`src/rtl/dcm_pkg.sv`:
```
package dcm_pkg;
    typedef enum logic [1:0] {
        MODE_SINGLE = 2'd0,
        MODE_ILV    = 2'd1,
        MODE_ASYM   = 2'd2
    } map_mode_e;
endpackage

```
`src/rtl/dcm_chan_eval.sv`:
```
module dcm_chan_eval #(
    parameter int NSLOT       = 3,
    parameter int UNBUF_SLOTS = 2,
    parameter int SZ_W        = 12,
    parameter int FQ_W        = 8,
    parameter int CU_W        = 14
) (
    input  logic [NSLOT-1:0]      pres,
    input  logic                  rdimm,
    input  logic [NSLOT*SZ_W-1:0] size,
    input  logic [NSLOT*FQ_W-1:0] freq,
    output logic                  any,
    output logic                  rules_ok,
    output logic [CU_W-1:0]       cap_units,
    output logic [FQ_W-1:0]       fmin
);
    always_comb begin
        cap_units = '0;
        fmin      = '1;
        any       = |pres;
        rules_ok  = 1'b1;
        for (int i = 0; i < NSLOT; i++) begin
            if (pres[i]) begin
                cap_units = cap_units + CU_W'(size[i*SZ_W +: SZ_W]);
                if (freq[i*FQ_W +: FQ_W] < fmin) fmin = freq[i*FQ_W +: FQ_W];
                if (!rdimm && i >= UNBUF_SLOTS) rules_ok = 1'b0;
            end
        end
        if (any && !pres[0]) rules_ok = 1'b0;
    end
endmodule

```
`src/rtl/dcm_xlate.sv`:
```
module dcm_xlate
    import dcm_pkg::*;
#(
    parameter int ADDR_W  = 32,
    parameter int CAPB_W  = 35,
    parameter int ILV_BIT = 6
) (
    input  logic [ADDR_W-1:0] addr,
    input  logic              cfg_ok,
    input  map_mode_e         mode,
    input  logic              single_b,
    input  logic [CAPB_W-1:0] capa,
    input  logic [CAPB_W-1:0] total,
    output logic              chan,
    output logic [ADDR_W-1:0] laddr,
    output logic              err
);
    localparam logic [ADDR_W-1:0] LOW_MASK = (ADDR_W'(1) << ILV_BIT) - ADDR_W'(1);

    logic [CAPB_W-1:0] a_ext;
    logic [CAPB_W-1:0] diff;

    always_comb begin
        a_ext = CAPB_W'(addr);
        diff  = a_ext - capa;
        chan  = 1'b0;
        laddr = '0;
        err   = 1'b1;
        if (cfg_ok && a_ext < total) begin
            err = 1'b0;
            case (mode)
                MODE_SINGLE: begin
                    chan  = single_b;
                    laddr = addr;
                end
                MODE_ILV: begin
                    chan  = addr[ILV_BIT];
                    laddr = ((addr >> (ILV_BIT + 1)) << ILV_BIT) | (addr & LOW_MASK);
                end
                MODE_ASYM: begin
                    if (a_ext < capa) begin
                        laddr = addr;
                    end else begin
                        chan  = 1'b1;
                        laddr = diff[ADDR_W-1:0];
                    end
                end
                default: err = 1'b1;
            endcase
        end
    end
endmodule

```
`src/rtl/dual_chan_mapper.sv`:
```
module dual_chan_mapper
    import dcm_pkg::*;
#(
    parameter int ADDR_W      = 32,
    parameter int NSLOT       = 3,
    parameter int UNBUF_SLOTS = 2,
    parameter int SZ_W        = 12,
    parameter int FQ_W        = 8,
    parameter int GRAN_SH     = 20,
    parameter int LINE_BYTES  = 64
) (
    input  logic                  clk,
    input  logic                  rst_n,
    input  logic                  cfg_load,
    input  logic [NSLOT-1:0]      cfg_pres_a,
    input  logic [NSLOT-1:0]      cfg_pres_b,
    input  logic                  cfg_rdimm_a,
    input  logic                  cfg_rdimm_b,
    input  logic [NSLOT*SZ_W-1:0] cfg_size_a,
    input  logic [NSLOT*SZ_W-1:0] cfg_size_b,
    input  logic [NSLOT*FQ_W-1:0] cfg_freq_a,
    input  logic [NSLOT*FQ_W-1:0] cfg_freq_b,
    input  logic                  req_valid,
    output logic                  req_ready,
    input  logic [ADDR_W-1:0]     req_addr,
    output logic                  map_valid,
    output logic                  map_chan,
    output logic [ADDR_W-1:0]     map_addr,
    output logic                  map_err,
    output logic                  cfg_ok,
    output logic [1:0]            cfg_mode,
    output logic [FQ_W-1:0]       mem_freq
);
    localparam int CU_W    = SZ_W + $clog2(NSLOT + 1);
    localparam int CB_RAW  = CU_W + 1 + GRAN_SH;
    localparam int CAPB_W  = (CB_RAW > ADDR_W + 1) ? CB_RAW : ADDR_W + 1;
    localparam int ILV_BIT = $clog2(LINE_BYTES);

    typedef struct packed {
        logic              ok;
        map_mode_e         mode;
        logic              single_b;
        logic [CAPB_W-1:0] capa;
        logic [CAPB_W-1:0] total;
        logic [FQ_W-1:0]   freq;
        logic              mvalid;
        logic              mchan;
        logic [ADDR_W-1:0] maddr;
        logic              merr;
    } state_t;

    state_t st_d, st_q;

    logic [1:0][NSLOT-1:0]      pres_v;
    logic [1:0]                 rdimm_v;
    logic [1:0][NSLOT*SZ_W-1:0] size_v;
    logic [1:0][NSLOT*FQ_W-1:0] freq_v;
    logic [1:0]                 any_v, rok_v;
    logic [1:0][CU_W-1:0]       cu_v;
    logic [1:0][FQ_W-1:0]       fmin_v;

    assign pres_v  = {cfg_pres_b, cfg_pres_a};
    assign rdimm_v = {cfg_rdimm_b, cfg_rdimm_a};
    assign size_v  = {cfg_size_b, cfg_size_a};
    assign freq_v  = {cfg_freq_b, cfg_freq_a};

    for (genvar ch = 0; ch < 2; ch++) begin : g_chan
        dcm_chan_eval #(
            .NSLOT(NSLOT), .UNBUF_SLOTS(UNBUF_SLOTS),
            .SZ_W(SZ_W), .FQ_W(FQ_W), .CU_W(CU_W)
        ) u_eval (
            .pres(pres_v[ch]), .rdimm(rdimm_v[ch]),
            .size(size_v[ch]), .freq(freq_v[ch]),
            .any(any_v[ch]), .rules_ok(rok_v[ch]),
            .cap_units(cu_v[ch]), .fmin(fmin_v[ch])
        );
    end

    logic              x_chan, x_err;
    logic [ADDR_W-1:0] x_addr;

    dcm_xlate #(.ADDR_W(ADDR_W), .CAPB_W(CAPB_W), .ILV_BIT(ILV_BIT)) u_xlate (
        .addr(req_addr), .cfg_ok(st_q.ok), .mode(st_q.mode),
        .single_b(st_q.single_b), .capa(st_q.capa), .total(st_q.total),
        .chan(x_chan), .laddr(x_addr), .err(x_err)
    );

    logic accept;
    assign req_ready = !cfg_load;
    assign accept    = req_valid && req_ready;

    always_comb begin
        st_d        = st_q;
        st_d.mvalid = accept;
        if (accept) begin
            st_d.mchan = x_chan;
            st_d.maddr = x_addr;
            st_d.merr  = x_err;
        end
        if (cfg_load) begin
            st_d.ok       = (any_v[0] || any_v[1]) && rok_v[0] && rok_v[1];
            st_d.single_b = !any_v[0];
            st_d.capa     = CAPB_W'(cu_v[0]) << GRAN_SH;
            st_d.total    = (CAPB_W'(cu_v[0]) + CAPB_W'(cu_v[1])) << GRAN_SH;
            if (any_v[0] && any_v[1])
                st_d.mode = (cu_v[0] == cu_v[1]) ? MODE_ILV : MODE_ASYM;
            else
                st_d.mode = MODE_SINGLE;
            if (!any_v[0] && !any_v[1])
                st_d.freq = '0;
            else if (!any_v[1] || (any_v[0] && fmin_v[0] < fmin_v[1]))
                st_d.freq = fmin_v[0];
            else
                st_d.freq = fmin_v[1];
        end
    end

    always_ff @(posedge clk or negedge rst_n) begin
        if (!rst_n) begin
            st_q      <= '0;
            st_q.mode <= MODE_SINGLE;
        end else begin
            st_q <= st_d;
        end
    end

    assign map_valid = st_q.mvalid;
    assign map_chan  = st_q.mchan;
    assign map_addr  = st_q.maddr;
    assign map_err   = st_q.merr;
    assign cfg_ok    = st_q.ok;
    assign cfg_mode  = st_q.mode;
    assign mem_freq  = st_q.freq;

    AST_RESULT_NEXT: assert property (@(posedge clk) disable iff (!rst_n)
        (req_valid && req_ready) |=> map_valid);
    AST_NO_SPURIOUS: assert property (@(posedge clk) disable iff (!rst_n)
        !(req_valid && req_ready) |=> !map_valid);
    AST_INVALID_ERR: assert property (@(posedge clk) disable iff (!rst_n)
        (map_valid && !cfg_ok) |-> map_err);
    AST_ERR_ZERO: assert property (@(posedge clk) disable iff (!rst_n)
        (map_valid && map_err) |-> (map_chan == 1'b0 && map_addr == '0));
    AST_ILV_CHAN: assert property (@(posedge clk) disable iff (!rst_n)
        (req_valid && req_ready && cfg_ok && cfg_mode == 2'd1)
        |=> (map_err || map_chan == $past(req_addr[ILV_BIT])));
    AST_ASYM_SIDE: assert property (@(posedge clk) disable iff (!rst_n)
        (req_valid && req_ready && cfg_ok && cfg_mode == 2'd2)
        |=> (map_err || (map_chan == (CAPB_W'($past(req_addr)) >= st_q.capa))));
    AST_IN_RANGE: assert property (@(posedge clk) disable iff (!rst_n)
        (req_valid && req_ready)
        |=> (map_err || CAPB_W'($past(req_addr)) < st_q.total));
endmodule

```
`config.mk`:
```
export PLATFORM = sky130hd
export DESIGN_NAME = dual_chan_mapper
export DESIGN_NICKNAME = d
export VERILOG_FILES = /design/src/rtl/dcm_pkg.sv /design/src/rtl/dcm_chan_eval.sv /design/src/rtl/dcm_xlate.sv /design/src/rtl/dual_chan_mapper.sv
export SDC_FILE = /design/constraint.sdc
export NUM_CORES = 1
export LEC_CHECK = 0
export BUFFER_PORTS_ARGS = -buffer_cell sky130_fd_sc_hd__clkbuf_2
export CAP_MARGIN = 20
export CORE_MARGIN = 2
export CORE_UTILIZATION = 50
export DETAILED_ROUTE_END_ITERATION = 10
export GPL_ROUTABILITY_DRIVEN = 0
export PLACE_DENSITY = 0.7
export SLEW_MARGIN = 20
export SYNTH_ARGS = -nofsm -noshare
export SYNTH_HDL_FRONTEND = slang
export SYNTH_HIERARCHICAL = 1
export SYNTH_SLANG_ARGS = --single-unit
```
`constraint.sdc`:
```
create_clock -name clk -period 3.4 [get_ports clk]
set_input_delay 0.68 -clock clk [delete_from_list [all_inputs] [get_ports clk]]
set_output_delay 0.68 -clock clk [all_outputs]
set_load 0.03 [all_outputs]
```
==> results of run 1 <==
## flip-flops by register name, indices dropped and copies added (netlist names)
name / cells
cfg_mode: 2
cfg_ok: 1
map_addr: 32
map_chan: 1
map_err: 1
map_valid: 1
mem_freq: 8
st_q: 30
## final cells by class
| cell class | instances | area, sq um | area share, % |
|---|---|---|---|
| Clock inverter | 7 | 80.1 | 0.436 |
| Clock buffer | 9 | 225 | 1.23 |
| Sequential cell | 76 | 1900 | 10.4 |
| Inverter | 131 | 494 | 2.69 |
| Timing Repair Buffer | 651 | 4600 | 25.0 |
| Tap cell | 319 | 399 | 2.17 |
| Multi-Input combinational cell | 1199 | 10700 | 58.0 |
| Antenna cell | 1 | 2.50 | 0.0136 |
## cells in the final DEF (no fill, tap or decap), drive strengths merged, types with 34 or more instances in the layout
| cell | synthesis | layout |
|---|---|---|
| buf | 64 | 442 |
| clkbuf | 31 | 218 |
| ha | 158 | 158 |
| inv | 129 | 132 |
| a21oi | 109 | 109 |
| nand2 | 93 | 93 |
| o21ai | 92 | 92 |
| nor2 | 90 | 90 |
| dfrtp | 76 | 76 |
| mux2 | 76 | 76 |
| xnor2 | 46 | 46 |
| conb | 1 | 42 |
| mux2i | 37 | 37 |
| nor2b | 36 | 36 |
| a21o | 34 | 34 |
## stage by stage
stage / utilization, % / worst slack [ps]
after detailed placement: 69.3 / -1910
after global placement: 69.3 / -1690
final: 78.7 / -1660
after global routing: 78.7 / -1790
after floorplan: - / -1530
after CTS: 74.4 / -1440
## cell families after synthesis
| logic type | after synthesis |
|---|---|
| AO/OA/AOI/OAI | 444 |
| AND/OR/NAND/NOR | 368 |
| buffers and inverters | 226 |
| adder cells (fa/ha/maj) | 164 |
| multiplexers | 113 |
| flip-flops | 76 |
| XOR/XNOR | 68 |
| other | 1 |
## worst min-delay path by stage
stage | startpoint | endpoint | depth (start not counted)
5_1_grt | rst_n | map_addr[4] | 1
4_1_cts | st_q[76] | st_q[76] | 2
2_1_floorplan | rst_n | cfg_mode[0] | 0
3_3_place_gp | mem_freq[2] | mem_freq[2] | 1
6_report | rst_n | map_addr[4] | 1
3_5_place_dp | st_q[76] | st_q[76] | 2
## power by group
part           switching (mW)  internal (mW)  leakage, nW  total (mW)
Clock                   0.443          0.578        0.143        1.02
Combinational            3.12           2.97         7.78        6.09
Sequential              0.178           1.17        0.963        1.35
Total                    3.74           4.72         8.89        8.46
## Yosys cell counts (12+ instances only)
| master | count |
|---|---|
| o21a_1 | 20 |
| xor2_1 | 22 |
| o31ai_1 | 20 |
| a211oi_1 | 25 |
| buf_2 | 12 |
| nand4_1 | 22 |
| ha_1 | 158 |
| o211ai_1 | 13 |
| xnor2_1 | 46 |
| o21ai_0 | 80 |
| a21oi_1 | 103 |
| clkbuf_1 | 30 |
| and2_1 | 12 |
| a22oi_1 | 15 |
| a31oi_1 | 14 |
| nor2_1 | 87 |
| nand2b_1 | 14 |
| mux2i_1 | 37 |
| nand2_1 | 93 |
| o2bb2ai_1 | 14 |
| inv_1 | 129 |
| nor3_1 | 28 |
| dfrtp_1 | 76 |
| nand3_1 | 27 |
| mux2_2 | 75 |
| nor2b_1 | 36 |
| a21o_1 | 33 |
| buf_4 | 43 |
## worst register-to-register path: stages, from the launching register on
cell and delay (ps):
dfrtp_1 370, inv_1 60, ha_1 340, a21oi_1 280, o21ai_0 160, a21o_1 220, a221oi_2 280, nor2_1 90
a41oi_2 250, buf_4 230, nor3_1 70, a221oi_1 350, nor2_1 90, mux2_2 270
## per-layer routing
metal	track usage, %	share of wire, %	up-vias
met4	19.1	7.5	0
met5	0	0	-
met3	5.07	6.8	257
met1	37.5	37	6707
li1	-	-	6501
met2	59.5	49	716
## what timing repair did
item	in CTS	in global routing
resized for setup	130	164
gates cloned	2	0
setup endpoints to repair	33	39
pin swaps	85	120
setup buffers	31	38
==> impl_metrics.yaml, run 1 <==
outcome:
  run_status: "finished with violations"
  violated_checks: "setup timing"
power_and_ir_drop:
  finalPower_mw: 8.46
  power.density_cell_area_nw_per_um2: 461
  power_leakage_nw: 8.89
  vdd_drop_max_mv: 0.285
timing:
  final-setup-viol-count: 32
  clock.fmax_mhz: 198
  final_critical_delay_including_setup_and_external_delays_ps: 5060
  setup_repair_after_global_routing_missed_its_margin: "yes"
  timing.final.hold_violations: 0
  min_period_over_period_pct: 149
  worst_max_slew_pin_slew_ps: 793
  setup_ws_ps: -1660
  whs_ps: 203
  maximum_clock_skew_at_final_layout_ps: 9.71
  slew_headroom_pct: 47.1
  totalNegativeSetupSlack_ps: -35660
  finalMaxSlewViolations: 0
worst_setup_path:
  cpMaxStageDelayCell: "a221oi_2"
  crit_buf_inv: 7
  worstReg2RegEnd: "map_addr[13]"
  critical_path_cell_count: 26
  ff2ff_path_depth: 13
  crit_family: "compound AO/OA/AOI/OAI gates"
  crit-reg2reg-launch: "st_q[104]"
  cp.arrival_ps: 5290
  setup.worst_path.end_class: "flip-flop"
  critPathRequiredTime_ps: 3640
  cpPeakStageDelay_ps: 360
  worstSetupPathType: "primary input to flip-flop"
  slack_of_the_worst_reg_to_reg_path_ps: 210
  setup.worst_path.start: "cfg_pres_a[0]"
  cp_max_fo: 5
  setup.worst_path.start_class: "primary input"
  worst_setup_path_endpoint: "st_q[76]"
die:
  die_width_microns: 158
  die_ar_sq_um: 24800
  design.core.area_sq_um: 23300
  boundaryPins: 211
  dieHeight_microns: 158
  floorplan.initialDensity_pct: 50.5
  fp-row-count: 56
synthesis:
  synth_adder_area_share_pct: 17.8
  synth-seq-cells: 76
  avgSynthCellArea_sq_um: 8.07
  synth_top_cells_by_area: "ha_1, dfrtp_1, mux2_2, a21oi_1, inv_1"
  compound_cell_area_share_of_the_yosys_netlist_pct: 26.2
  synth_top_flop_cell: "dfrtp_1"
  yosys.area_share.xor_xnor_pct: 5.05
  ys.warnings.count: 6
  synth-edff-count: 0
  synthArstFlopShare_pct: 100
  synth.yosys.seq_area_share_pct: 16.1
  main_combinational_cell_family_by_area_after_synthesis: "compound AO/OA/AOI/OAI gates"
  simple_logic_cell_fraction_of_the_synthesized_area_pct: 15.6
  synthesis.area_sq_um: 11800
  yosysUniqueCellTypes: 86
  netlist.top_cell.by_area: "ha_1"
  synth_mux_area_share_pct: 10.4
  syn-instance-count: 1460
  post-synth-top-area-fraction_pct: 16.8
route:
  number_of_drc_markers_after_the_initial_detailed_route_iteration: 972
  drt.antenna.violating_nets: 0
  remaining_drc_errors: 0
  drt_pass1_iterations: 5
  drt-vias-per-instance: 5.93
  post_drt_wl_per_cell_microns: 19.5
  routed-via-count: 14200
  finalWirelength_mm: 46.7
cts:
  cts_made_buffers: 9
  clock_sink_count: 76
  tritoncts: "yes"
  hold_buffers: 0
  clk_path_buf_depth: 2
  worstSkewPairLatency_ps: 360
  path_clk_slew_ps: 70
  cts_root_buf: "clkbuf_16"
  htree_levels: 3
run:
  maxCapViolations: 0
placed_design:
  io_buffers: 210
  place_hpwl_mm: 31.5
  place_area_sq_um: 16200
  numPlacedInstances: 2315
global_route:
  grt.overflow.total: 0
  grt_pass1_vias: 13700
  first_pass_grt_wire_length_mm: 66.1
  grt_max_degree: 77
  antenna_found_initial: 1
  grt_usage_pct: 33.2
finish:
  layout.filler_cells: 1533
  nNetsFinal: 2396
  synthToLayoutAreaGrowth_pct: 55.7
  stdcell_count: 2393
  final_design_area_no_fill_sq_um: 18400
  share_of_cells_above_drive_strength_1_pct: 48.1
worst_hold_path:
  hold_path_class: "primary input to async pin"
Note: power is estimated with default switching activity, not from simulation.
==> inputs of run 2 (changes only) <==
TNS_END_PERCENT = 5   (was default)
==> run 2 against run 1 <==
The run still ends with setup timing left. Power shrank 13%. Clock power shrank 12%. Global-route usage shrank 2.2 points. Hold slack gained 24 ps. Sequential cell count is the same. Critical path depth shrank 1.
==> impl_metrics.yaml, run 2 (synthesis results as in run 1) <==
outcome:
  run_status: "finished with violations"
  violated_checks: "setup timing"
route:
  number_of_drc_markers_after_the_initial_detailed_route_iteration: 842
  drt_pass1_iterations: 7
  drt.antenna.violating_nets: 0
  routed-via-count: 13400
  post_drt_wl_per_cell_microns: 17.2
  remaining_drc_errors: 0
  finalWirelength_mm: 40.6
  drt-vias-per-instance: 5.68
cts:
  clock_sink_count: 76
  tritoncts: "yes"
  cts_made_buffers: 9
  htree_levels: 3
  worstSkewPairLatency_ps: 350
  path_clk_slew_ps: 60
  clk_path_buf_depth: 2
  hold_buffers: 0
  cts_root_buf: "clkbuf_16"
die:
  die_ar_sq_um: 24800
  fp-row-count: 56
  boundaryPins: 211
  die_width_microns: 158
  dieHeight_microns: 158
  floorplan.initialDensity_pct: 50.5
  design.core.area_sq_um: 23300
finish:
  most_used_cells_in_the_layout_excluding_fill_and_tap_cells: "buf_4, clkbuf_2, ha_1"
  synthToLayoutAreaGrowth_pct: 45.2
  diode_insertion_count_for_antenna_repair: 0
  layout_commonest_cell: "buf_4"
  nNetsFinal: 2360
  share_of_cells_above_drive_strength_1_pct: 43.1
  final_core_utilization_pct: 73.4
  final_design_area_no_fill_sq_um: 17100
  stdcell_count: 2356
  largest_register_ff_count: 32
worst_setup_path:
  cp.arrival_ps: 5200
  worstReg2RegEnd: "map_chan"
  worstSetupPathType: "primary input to flip-flop"
  slack_of_the_worst_reg_to_reg_path_ps: 340
  crit-reg2reg-launch: "st_q[106]"
  worst_setup_path_endpoint: "mem_freq[1]"
  setup.worst_path.start_class: "primary input"
  cp_max_fo: 8
  setup.worst_path.end_class: "flip-flop"
  critPathRequiredTime_ps: 3590
  setup.worst_path.start: "cfg_pres_a[0]"
  ff2ff_path_depth: 14
timing:
  setup_repair_after_global_routing_missed_its_margin: "yes"
  setup_ws_ps: -1610
  min_period_over_period_pct: 147
  slew_headroom_pct: 46.5
  timing.final.hold_violations: 0
  final_critical_delay_including_setup_and_external_delays_ps: 5010
  finalMaxSlewViolations: 0
  worst_max_slew_pin_slew_ps: 802
  clock.fmax_mhz: 200
  final-setup-viol-count: 30
  maximum_clock_skew_at_final_layout_ps: 9.13
power_and_ir_drop:
  power_leakage_nw: 8.50
  power.density_cell_area_nw_per_um2: 430
  vdd_drop_max_mv: 0.345
placed_design:
  io_buffers: 210
  numPlacedInstances: 2299
  place_area_sq_um: 15700
  place_hpwl_mm: 30.8
global_route:
  grt_usage_pct: 31.0
  antenna_found_initial: 0
  grt_pass1_vias: 13200
  grt.overflow.total: 0
  grt_max_degree: 77
  first_pass_grt_wire_length_mm: 62.3
run:
  maxCapViolations: 0
worst_hold_path:
  hold_path_class: "primary input to async pin"
-- run 2: power by group --
part | leakage [nW] | switching, mW | internal [mW]
combinational | 7.41 | 2.67 | 2.46
clock | 0.129 | 0.383 | 0.512
sequential | 0.963 | 0.174 | 1.17
-- run 2: routing by layer --
metal  vias to the layer above  wire length, microns  global-route usage, %  share of wire [%]
li1                       6418                     -                      -                  -
met5                         -                     0                      0                  0
met2                       577                 20400                   57.9                 50
met1                      6262                 15900                   35.1                 39
met4                         0                  1750                   13.1                4.3
met3                       130                  2500                   4.41                6.1
-- run 2: worst min path at each step --
stage | to | cells past startpoint
finish | map_addr[14] | 1
global route | map_addr[14] | 1
CTS | st_q[113] | 2
detailed placement | mem_freq[6] | 1
global placement | st_q[113] | 2
floorplan | cfg_mode[0] | 0
-- run 2: final cells by class --
type	count	area (sq um)
Fill cell	1766	6210
Inverter	131	492
Timing Repair Buffer	615	4210
Clock buffer	12	246
Clock inverter	4	25.0
Sequential cell	76	1900
Multi-Input combinational cell	1199	9850
Tap cell	319	399
-- run 2: stage by stage --
stage,power [mW],worst slack (ps),setup TNS [ps],hold slack (ps)
global route,7.86,-1790,-36730,238
CTS,7.00,-1480,-28640,494
detailed placement,5.90,-2020,-50500,479
finish,7.36,-1610,-30140,226
floorplan,4.28,-1530,-29910,384
global placement,5.75,-1860,-45510,470
-- run 2: critical path: stages --
cell and delay, ps:
clkbuf_16 140, buf_6 110, nor2b_4 130, ha_4 260
nand4_1 190, a311oi_4 320, buf_12 180, o21ai_0 130
o31ai_2 120, ha_2 270, o21ai_0 130, a21oi_2 190
o21ai_0 110, nor2b_4 150, a311oi_4 280, buf_6 190
buf_6 120, mux2i_4 270, ha_4 240, nand4_1 90
o2111ai_2 120, a22oi_1 200, buf_4 240, mux2i_1 240
o2bb2ai_1 110
-- run 2: timing repair --
item	in CTS	in global routing
cloned	2	0
resized for setup	76	109
setup endpoints to repair	33	38
pin swaps	31	40
buffers inserted	23	16
endpoints found under the hold margin	0	0
